### src/rtl/ub_txbuf_pkg.sv
package ub_txbuf_pkg;
   typedef enum logic [1:0] {
      UB_REG_ADDR = 2'd0,
      UB_REG_DATA = 2'd1,
      UB_REG_STAT = 2'd2,
      UB_REG_CTRL = 2'd3
   } ub_reg_e;

   localparam int CTL_MASK_UPD  = 0;
   localparam int CTL_MASK_FULL = 1;
   localparam int CTL_LONG      = 2;
   localparam int CTL_W         = 3;

   localparam int ST_UPD  = 0;
   localparam int ST_FULL = 1;
endpackage

### src/rtl/ub_txbuf_stage.sv
module ub_txbuf_stage #(
   parameter int LONG_BYTES  = 96,
   parameter int SHORT_BYTES = 48,
   parameter int AW          = 7
) (
   input  logic                    clk,
   input  logic                    rst_n,
   input  logic                    addr_we,
   input  logic                    data_we,
   input  logic                    long_mode,
   input  logic                    load,
   input  logic [7:0]              wdata,
   output logic [AW-1:0]           addr,
   output logic                    full,
   output logic                    full_evt,
   output logic [7:0]              rbyte,
   output logic [LONG_BYTES*8-1:0] img
);
   localparam int PW = AW + 3;

   logic [AW-1:0] nb;
   logic          wr_ok;
   logic          last;

   assign nb       = long_mode ? AW'(LONG_BYTES) : AW'(SHORT_BYTES);
   assign wr_ok    = data_we && !full && (addr < nb);
   assign last     = (addr == nb - AW'(1));
   assign full_evt = wr_ok && last;

   generate
      for (genvar g = 0; g < LONG_BYTES; g++) begin : g_byte
         logic [7:0] byte_q;
         always_ff @(posedge clk or negedge rst_n) begin
            if (!rst_n)
               byte_q <= '0;
            else if (wr_ok && addr == AW'(g))
               byte_q <= wdata;
         end
         assign img[g*8 +: 8] = byte_q;
      end
   endgenerate

   always_ff @(posedge clk or negedge rst_n) begin
      if (!rst_n)
         addr <= '0;
      else if (addr_we)
         addr <= wdata[AW-1:0];
      else if (wr_ok)
         addr <= addr + AW'(1);
   end

   always_ff @(posedge clk or negedge rst_n) begin
      if (!rst_n)
         full <= 1'b0;
      else if (load)
         full <= 1'b0;
      else if (full_evt)
         full <= 1'b1;
   end

   assign rbyte = (addr < AW'(LONG_BYTES)) ? img[{addr, 3'b000} +: 8] : 8'h00;

   logic unused_pw;
   assign unused_pw = (PW == 0);
endmodule

### src/rtl/ub_txbuf_active.sv
module ub_txbuf_active #(
   parameter int LONG_BITS  = 768,
   parameter int SHORT_BITS = 384,
   parameter int IW         = 10
) (
   input  logic                 clk,
   input  logic                 rst_n,
   input  logic                 tick,
   input  logic                 long_mode,
   input  logic                 stg_full,
   input  logic [LONG_BITS-1:0] img,
   output logic                 ubit,
   output logic                 first,
   output logic                 load
);
   logic [IW-1:0]        idx;
   logic [IW-1:0]        lenm1;
   logic [LONG_BITS-1:0] act;
   logic                 wrap;

   generate
      if (SHORT_BITS == LONG_BITS) begin : g_fixed
         assign lenm1 = IW'(LONG_BITS - 1);
         logic unused_mode;
         assign unused_mode = long_mode;
      end else begin : g_switch
         assign lenm1 = long_mode ? IW'(LONG_BITS - 1) : IW'(SHORT_BITS - 1);
      end
   endgenerate

   assign wrap = tick && (idx >= lenm1);
   assign load = wrap && stg_full;

   always_ff @(posedge clk or negedge rst_n) begin
      if (!rst_n)
         idx <= '0;
      else if (tick)
         idx <= wrap ? '0 : idx + IW'(1);
   end

   always_ff @(posedge clk or negedge rst_n) begin
      if (!rst_n)
         act <= '0;
      else if (load)
         act <= img;
   end

   assign ubit  = act[idx];
   assign first = (idx == '0);
endmodule

### src/rtl/ub_txbuf_regs.sv
module ub_txbuf_regs
   import ub_txbuf_pkg::*;
#(
   parameter int AW = 7
) (
   input  logic          clk,
   input  logic          rst_n,
   input  logic [1:0]    sel,
   input  logic          wr,
   input  logic          rd,
   input  logic [7:0]    wdata,
   input  logic          load,
   input  logic          full_evt,
   input  logic [AW-1:0] addr,
   input  logic [7:0]    rbyte,
   output logic          long_mode,
   output logic [7:0]    rdata,
   output logic          irq,
   output logic          flag_upd,
   output logic          flag_full,
   output logic [1:0]    msk
);
   logic [CTL_W-1:0] ctl_q;
   logic             clr;

   always_ff @(posedge clk or negedge rst_n) begin
      if (!rst_n)
         ctl_q <= '0;
      else if (wr && sel == UB_REG_CTRL)
         ctl_q <= wdata[CTL_W-1:0];
   end

   assign clr = rd && (sel == UB_REG_STAT);

   always_ff @(posedge clk or negedge rst_n) begin
      if (!rst_n) begin
         flag_upd  <= 1'b0;
         flag_full <= 1'b0;
      end else begin
         flag_upd  <= load     | (flag_upd  & ~clr);
         flag_full <= full_evt | (flag_full & ~clr);
      end
   end

   always_comb begin
      rdata = '0;
      case (ub_reg_e'(sel))
         UB_REG_ADDR: rdata[AW-1:0] = addr;
         UB_REG_DATA: rdata = rbyte;
         UB_REG_STAT: begin
            rdata[ST_UPD]  = flag_upd;
            rdata[ST_FULL] = flag_full;
         end
         default:     rdata[CTL_W-1:0] = ctl_q;
      endcase
   end

   assign long_mode = ctl_q[CTL_LONG];
   assign msk       = {ctl_q[CTL_MASK_FULL], ctl_q[CTL_MASK_UPD]};
   assign irq       = (flag_upd & msk[0]) | (flag_full & msk[1]);
endmodule

### src/rtl/ub_txbuf.sv
module ub_txbuf
   import ub_txbuf_pkg::*;
#(
   parameter int SHORT_BITS = 384,
   parameter int LONG_BITS  = 768
) (
   input  logic       clk,
   input  logic       rst_n,
   input  logic [1:0] hst_sel,
   input  logic       hst_wr,
   input  logic       hst_rd,
   input  logic [7:0] hst_wdata,
   output logic [7:0] hst_rdata,
   input  logic       sf_tick,
   output logic       ubit,
   output logic       blk_first,
   output logic       irq
);
   localparam int LONG_BYTES  = LONG_BITS / 8;
   localparam int SHORT_BYTES = SHORT_BITS / 8;
   localparam int AW          = $clog2(LONG_BYTES + 1);
   localparam int IW          = $clog2(LONG_BITS);

   generate
      if (LONG_BITS % 8 != 0 || SHORT_BITS % 8 != 0) begin : g_bad_align
         $error("block lengths must be whole bytes");
      end
      if (SHORT_BITS > LONG_BITS || SHORT_BITS < 8) begin : g_bad_order
         $error("short length must be between 8 and the long length");
      end
      if (AW > 8) begin : g_bad_addr
         $error("byte address must fit the 8-bit host data path");
      end
   endgenerate

   logic          long_w;
   logic          load_w;
   logic          stg_full_w;
   logic          full_evt_w;
   logic          flag_upd_w;
   logic          flag_full_w;
   logic [1:0]    msk_w;
   logic [AW-1:0] addr_w;
   logic [7:0]    rbyte_w;
   logic [LONG_BITS-1:0] img_w;

   ub_txbuf_stage #(
      .LONG_BYTES (LONG_BYTES),
      .SHORT_BYTES(SHORT_BYTES),
      .AW         (AW)
   ) u_stage (
      .clk      (clk),
      .rst_n    (rst_n),
      .addr_we  (hst_wr && hst_sel == UB_REG_ADDR),
      .data_we  (hst_wr && hst_sel == UB_REG_DATA),
      .long_mode(long_w),
      .load     (load_w),
      .wdata    (hst_wdata),
      .addr     (addr_w),
      .full     (stg_full_w),
      .full_evt (full_evt_w),
      .rbyte    (rbyte_w),
      .img      (img_w)
   );

   ub_txbuf_active #(
      .LONG_BITS (LONG_BITS),
      .SHORT_BITS(SHORT_BITS),
      .IW        (IW)
   ) u_active (
      .clk      (clk),
      .rst_n    (rst_n),
      .tick     (sf_tick),
      .long_mode(long_w),
      .stg_full (stg_full_w),
      .img      (img_w),
      .ubit     (ubit),
      .first    (blk_first),
      .load     (load_w)
   );

   ub_txbuf_regs #(
      .AW(AW)
   ) u_regs (
      .clk      (clk),
      .rst_n    (rst_n),
      .sel      (hst_sel),
      .wr       (hst_wr),
      .rd       (hst_rd),
      .wdata    (hst_wdata),
      .load     (load_w),
      .full_evt (full_evt_w),
      .addr     (addr_w),
      .rbyte    (rbyte_w),
      .long_mode(long_w),
      .rdata    (hst_rdata),
      .irq      (irq),
      .flag_upd (flag_upd_w),
      .flag_full(flag_full_w),
      .msk      (msk_w)
   );
endmodule

### config.mk
export PLATFORM = sky130hd
export DESIGN_NAME = ub_txbuf
export DESIGN_NICKNAME = d
export VERILOG_FILES = /design/src/rtl/ub_txbuf_pkg.sv /design/src/rtl/ub_txbuf_stage.sv /design/src/rtl/ub_txbuf_active.sv /design/src/rtl/ub_txbuf_regs.sv /design/src/rtl/ub_txbuf.sv
export SDC_FILE = /design/constraint.sdc
export NUM_CORES = 2
export LEC_CHECK = 0
export BUFFER_PORTS_ARGS = -buffer_cell sky130_fd_sc_hd__buf_2
export CAP_MARGIN = 30
export CORE_MARGIN = 5
export CORE_UTILIZATION = 60
export CTS_CLUSTER_SIZE = 24
export DETAILED_ROUTE_END_ITERATION = 12
export PLACE_DENSITY = 0.76
export SKIP_CTS_REPAIR_TIMING = 1
export SYNTH_ARGS = -nofsm -noshare
export SYNTH_HDL_FRONTEND = slang
export SYNTH_HIERARCHICAL = 1
export SYNTH_SLANG_ARGS = --single-unit
### constraint.sdc
create_clock -name clk -period 4.5 [get_ports clk]
set_clock_uncertainty 0.15 [all_clocks]
set_input_delay 0.225 -clock clk [delete_from_list [all_inputs] [get_ports clk]]
set_output_delay 0.225 -clock clk [all_outputs]
set_load 0.02 [all_outputs]
==> impl_metrics.ini <==
[clock_network]
cts_tree = done
cts_sinks = 1559
clk_path_buf_depth = 3
clock_latency_ns = 0.78
cts-htree-levels = 4
clkTransAtPathRegs_ns = 0.06
numCtsBuffers = 162
clock-root-buffer = clkbuf_16

[routing]
drt_wl_total_um = 199000
dr.pass1.iters = 5
vias = 42327
vias_per_cell = 6.81
drc_errors = 0
routedWlPerCell_um = 32.0
postRouteAntennaNets = 0
drt_iter0_markers = 3991

[final_layout]
fill_cells = 8011
utilization = 0.675
syn2layout_area_growth_pct = 11.9
multi_input_area_sq_mm = 0.0307
drive_above_1_share = 0.534
seqCellArea_sq_mm = 0.0390
nets = 4577

[worst_setup_path]
cp_max_fo = 27
required_ns = 4.12
endpoint_kind = output pin
worstSetupPathType = reg2out
worst_ep_arrival_time_ns = 4.15
cp-start-kind = flop

[global_route]
grt_antenna_before_repair = 4
grt_max_degree = 128
track_usage = 0.317
grt_overflow_total = 0
grt_pass1_wl_um = 297000
grt_pass1_vias = 44069

[sta]
worst_pin_slew_ns = 1.12
max_freq_ghz = 0.221
fin_crit_ns = 4.52
timing.final.ws_setup_ns = -0.0215
rsz0062_at_grt = yes
period_share = 1.00
finalMaxSlewViolations = 0
relSlewSlack = 0.246
hold_ws_ns = -0.0757
final-hold-violation-count = 31
final-setup-viol-count = 1

[floorplan]
dieHeight_um = 354
die_x_um = 354
coreArea_sq_mm = 0.118
die_area_sq_mm = 0.126
num_rows = 126
start_util = 0.604
io_pins = 26

[power]
power.leakage_nw = 38.0
powerDensity_mw_per_mm2 = 455
peakVddDrop_mv = 0.487
total_power_mw = 36.3

[logic_synthesis]
synth_edf_count = 0
ys_seq_area_frac = 0.548
synth.net_count = 4492
ys.flop_type = dfrtp_1
syn_area_sq_mm = 0.0712
synthArstFlopShare = 1.00
synth_cells = 4466
ys_types = 67
syn_avg_cell_area_sq_um = 15.9
yosys_warnings = 6
synth-seq-cells = 1559

[flow_run]
drv_cap = 0

[hold_path]
hp-class = in2async

[place]
io_buffers = 25
dpl.hpwl_um = 130000
place_congestion = 0.905

[status]
outcome = complete, but fails checks
violations = negative hold slack, negative setup slack
==> through the flow <==
stage,instances,TNS [ns],cell area (sq um),setup slack [ns]
final,6219,-0.0215,79700,-0.0215
after global routing,6215,-0.0907,79600,-0.0877
after CTS,6185,-2.64,79100,-0.608
after detailed placement,5893,0,73800,0.254
after global placement,5893,0,73800,0.290
after floorplan,4466,0,71200,1.39
==> critical path, stage by stage, from the launching register on <==
cell and delay [ns]:
dfrtp_4 0.53, buf_16 0.28, mux4_2 0.60, mux4_2 0.54, a31oi_1 0.27, nand3_1 0.19
o211ai_1 0.29, a32oi_4 0.28, buf_4 0.19, buf_2 0.15
==> layout by cell type, fill, tap and decap left out, types with 7 or more instances in the layout <==
cell type | Yosys | final
a21oi_1 | 29 | 29
a22oi_1 | 17 | 13
and2_1 | 8 | 7
and3_1 | 15 | 14
buf_12 | 0 | 50
buf_2 | 136 | 16
buf_4 | 25 | 152
clkbuf_1 | 127 | 49
clkbuf_16 | 0 | 166
clkbuf_8 | 0 | 36
clkinv_2 | 0 | 20
dfrtp_1 | 1559 | 1551
dfrtp_4 | 0 | 7
dlygate4sd3_1 | 0 | 11
ha_1 | 11 | 11
inv_1 | 10 | 9
mux2_1 | 40 | 40
mux2_2 | 1506 | 1506
mux2i_1 | 95 | 94
mux4_2 | 402 | 402
nand2_1 | 130 | 130
nand3_1 | 22 | 22
nand4_1 | 9 | 9
nor2_1 | 32 | 32
nor2_2 | 61 | 61
nor3_1 | 15 | 14
o21ai_0 | 24 | 21
o221ai_1 | 19 | 17
o22ai_1 | 35 | 28
o22ai_2 | 0 | 7
o31ai_1 | 11 | 11
==> power breakdown <==
group	internal, mW	total [mW]	leakage, nW	switching [mW]
Sequential	14.6	15.4	21.7	0.778
Combinational	2.99	7.48	13.7	4.49
Clock	7.69	13.4	2.61	5.69
==> sequential cells by signal (all words and copies together) (netlist names) <==
signal,count
u_active/act,768
u_active/idx,10
u_regs/ctl_q,3
u_stage/g_byte.byte_q,768
u_stage/addr,7
u_regs/flag_upd,1
u_regs/flag_full,1
u_stage/full,1
==> metal layers <==
metal  part of all wire  wire [um]  global-route usage
met5            0.00024         47                   0
met4              0.046       9250               0.132
met3              0.088      17600              0.0771
met2               0.45      90500               0.475
met1               0.41      81800               0.453
==> cells by family (layout without fill, tap and decap cells) <==
group | Yosys count | count (layout) | share of synthesized area
multiplexers | 2044 | 2044 | 0.385
XOR/XNOR | 8 | 8 | 0.000984
AO/OA/AOI/OAI | 181 | 181 | 0.0176
flip-flops | 1559 | 1559 | 0.548
other | 0 | 4 | 0
AND/OR/NAND/NOR | 327 | 327 | 0.0231
adder cells (fa/ha/maj) | 11 | 11 | 0.00193
buffers and inverters | 336 | 549 | 0.0231
==> synth_stat cells (4+ instances only) <==
master    number  share of area
inv_1         10        0.00053
nand3_2        5        0.00070
ha_1          11         0.0019
buf_6         16         0.0025
a21oi_1       29         0.0020
o21ai_0       24         0.0017
mux4_2       402           0.13
a211oi_1       5        0.00053
o41ai_1        4        0.00049
and3_1        15         0.0013
a22oi_1       17         0.0018
nor2_1        32         0.0017
o221ai_1      19         0.0023
o32ai_1        4        0.00049
mux2_2      1506           0.24
buf_1         18        0.00095
nor2b_1        6        0.00053
mux2i_1       95          0.013
a21o_1         5        0.00053
nand4_1        9        0.00079
dfrtp_1     1559           0.55
o22ai_1       35         0.0031
nor2_2        61         0.0054
o31ai_1       11         0.0012
a311oi_1       4        0.00049
and2_1         8        0.00070
buf_4         25         0.0026
nand2_1      130         0.0069
buf_2        136         0.0096
nand2b_1       5        0.00044
mux2_1        40         0.0063
clkbuf_1     127         0.0067
xnor2_1        6        0.00074
nor3_1        15         0.0011
nand3_1       22         0.0015
==> path summary, 6_finish.rpt <==
kind / to / startpoint / slack (ns) / depth (start not counted)
max: ubit / u_active/idx[0] / -0.02 / 9
min: u_stage/g_byte[32].byte_q[4] / rst_n / -0.08 / 2
max reg2reg: u_active/act[172] / u_active/idx[1] / 0.60 / 11
min reg2reg: u_active/act[735] / u_active/act[735] / 0.33 / 1
max in group asynchronous: u_active/act[444] / rst_n / 2.98 / 3
min in group clk: u_stage/g_byte[44].byte_q[4] / hst_wdata[4] / 0.01 / 2
==> final cells by class <==
cell class	instances	area share
sequential	1559	0.490
multi-input combinational	2571	0.386
clock buffer	248	0.0597
timing repair buffer	243	0.0326
tap	1536	0.0241
clock inverter	44	0.00688
inverter	14	0.000691
antenna	4	0.000126
Power figures use the tool's default switching activity.
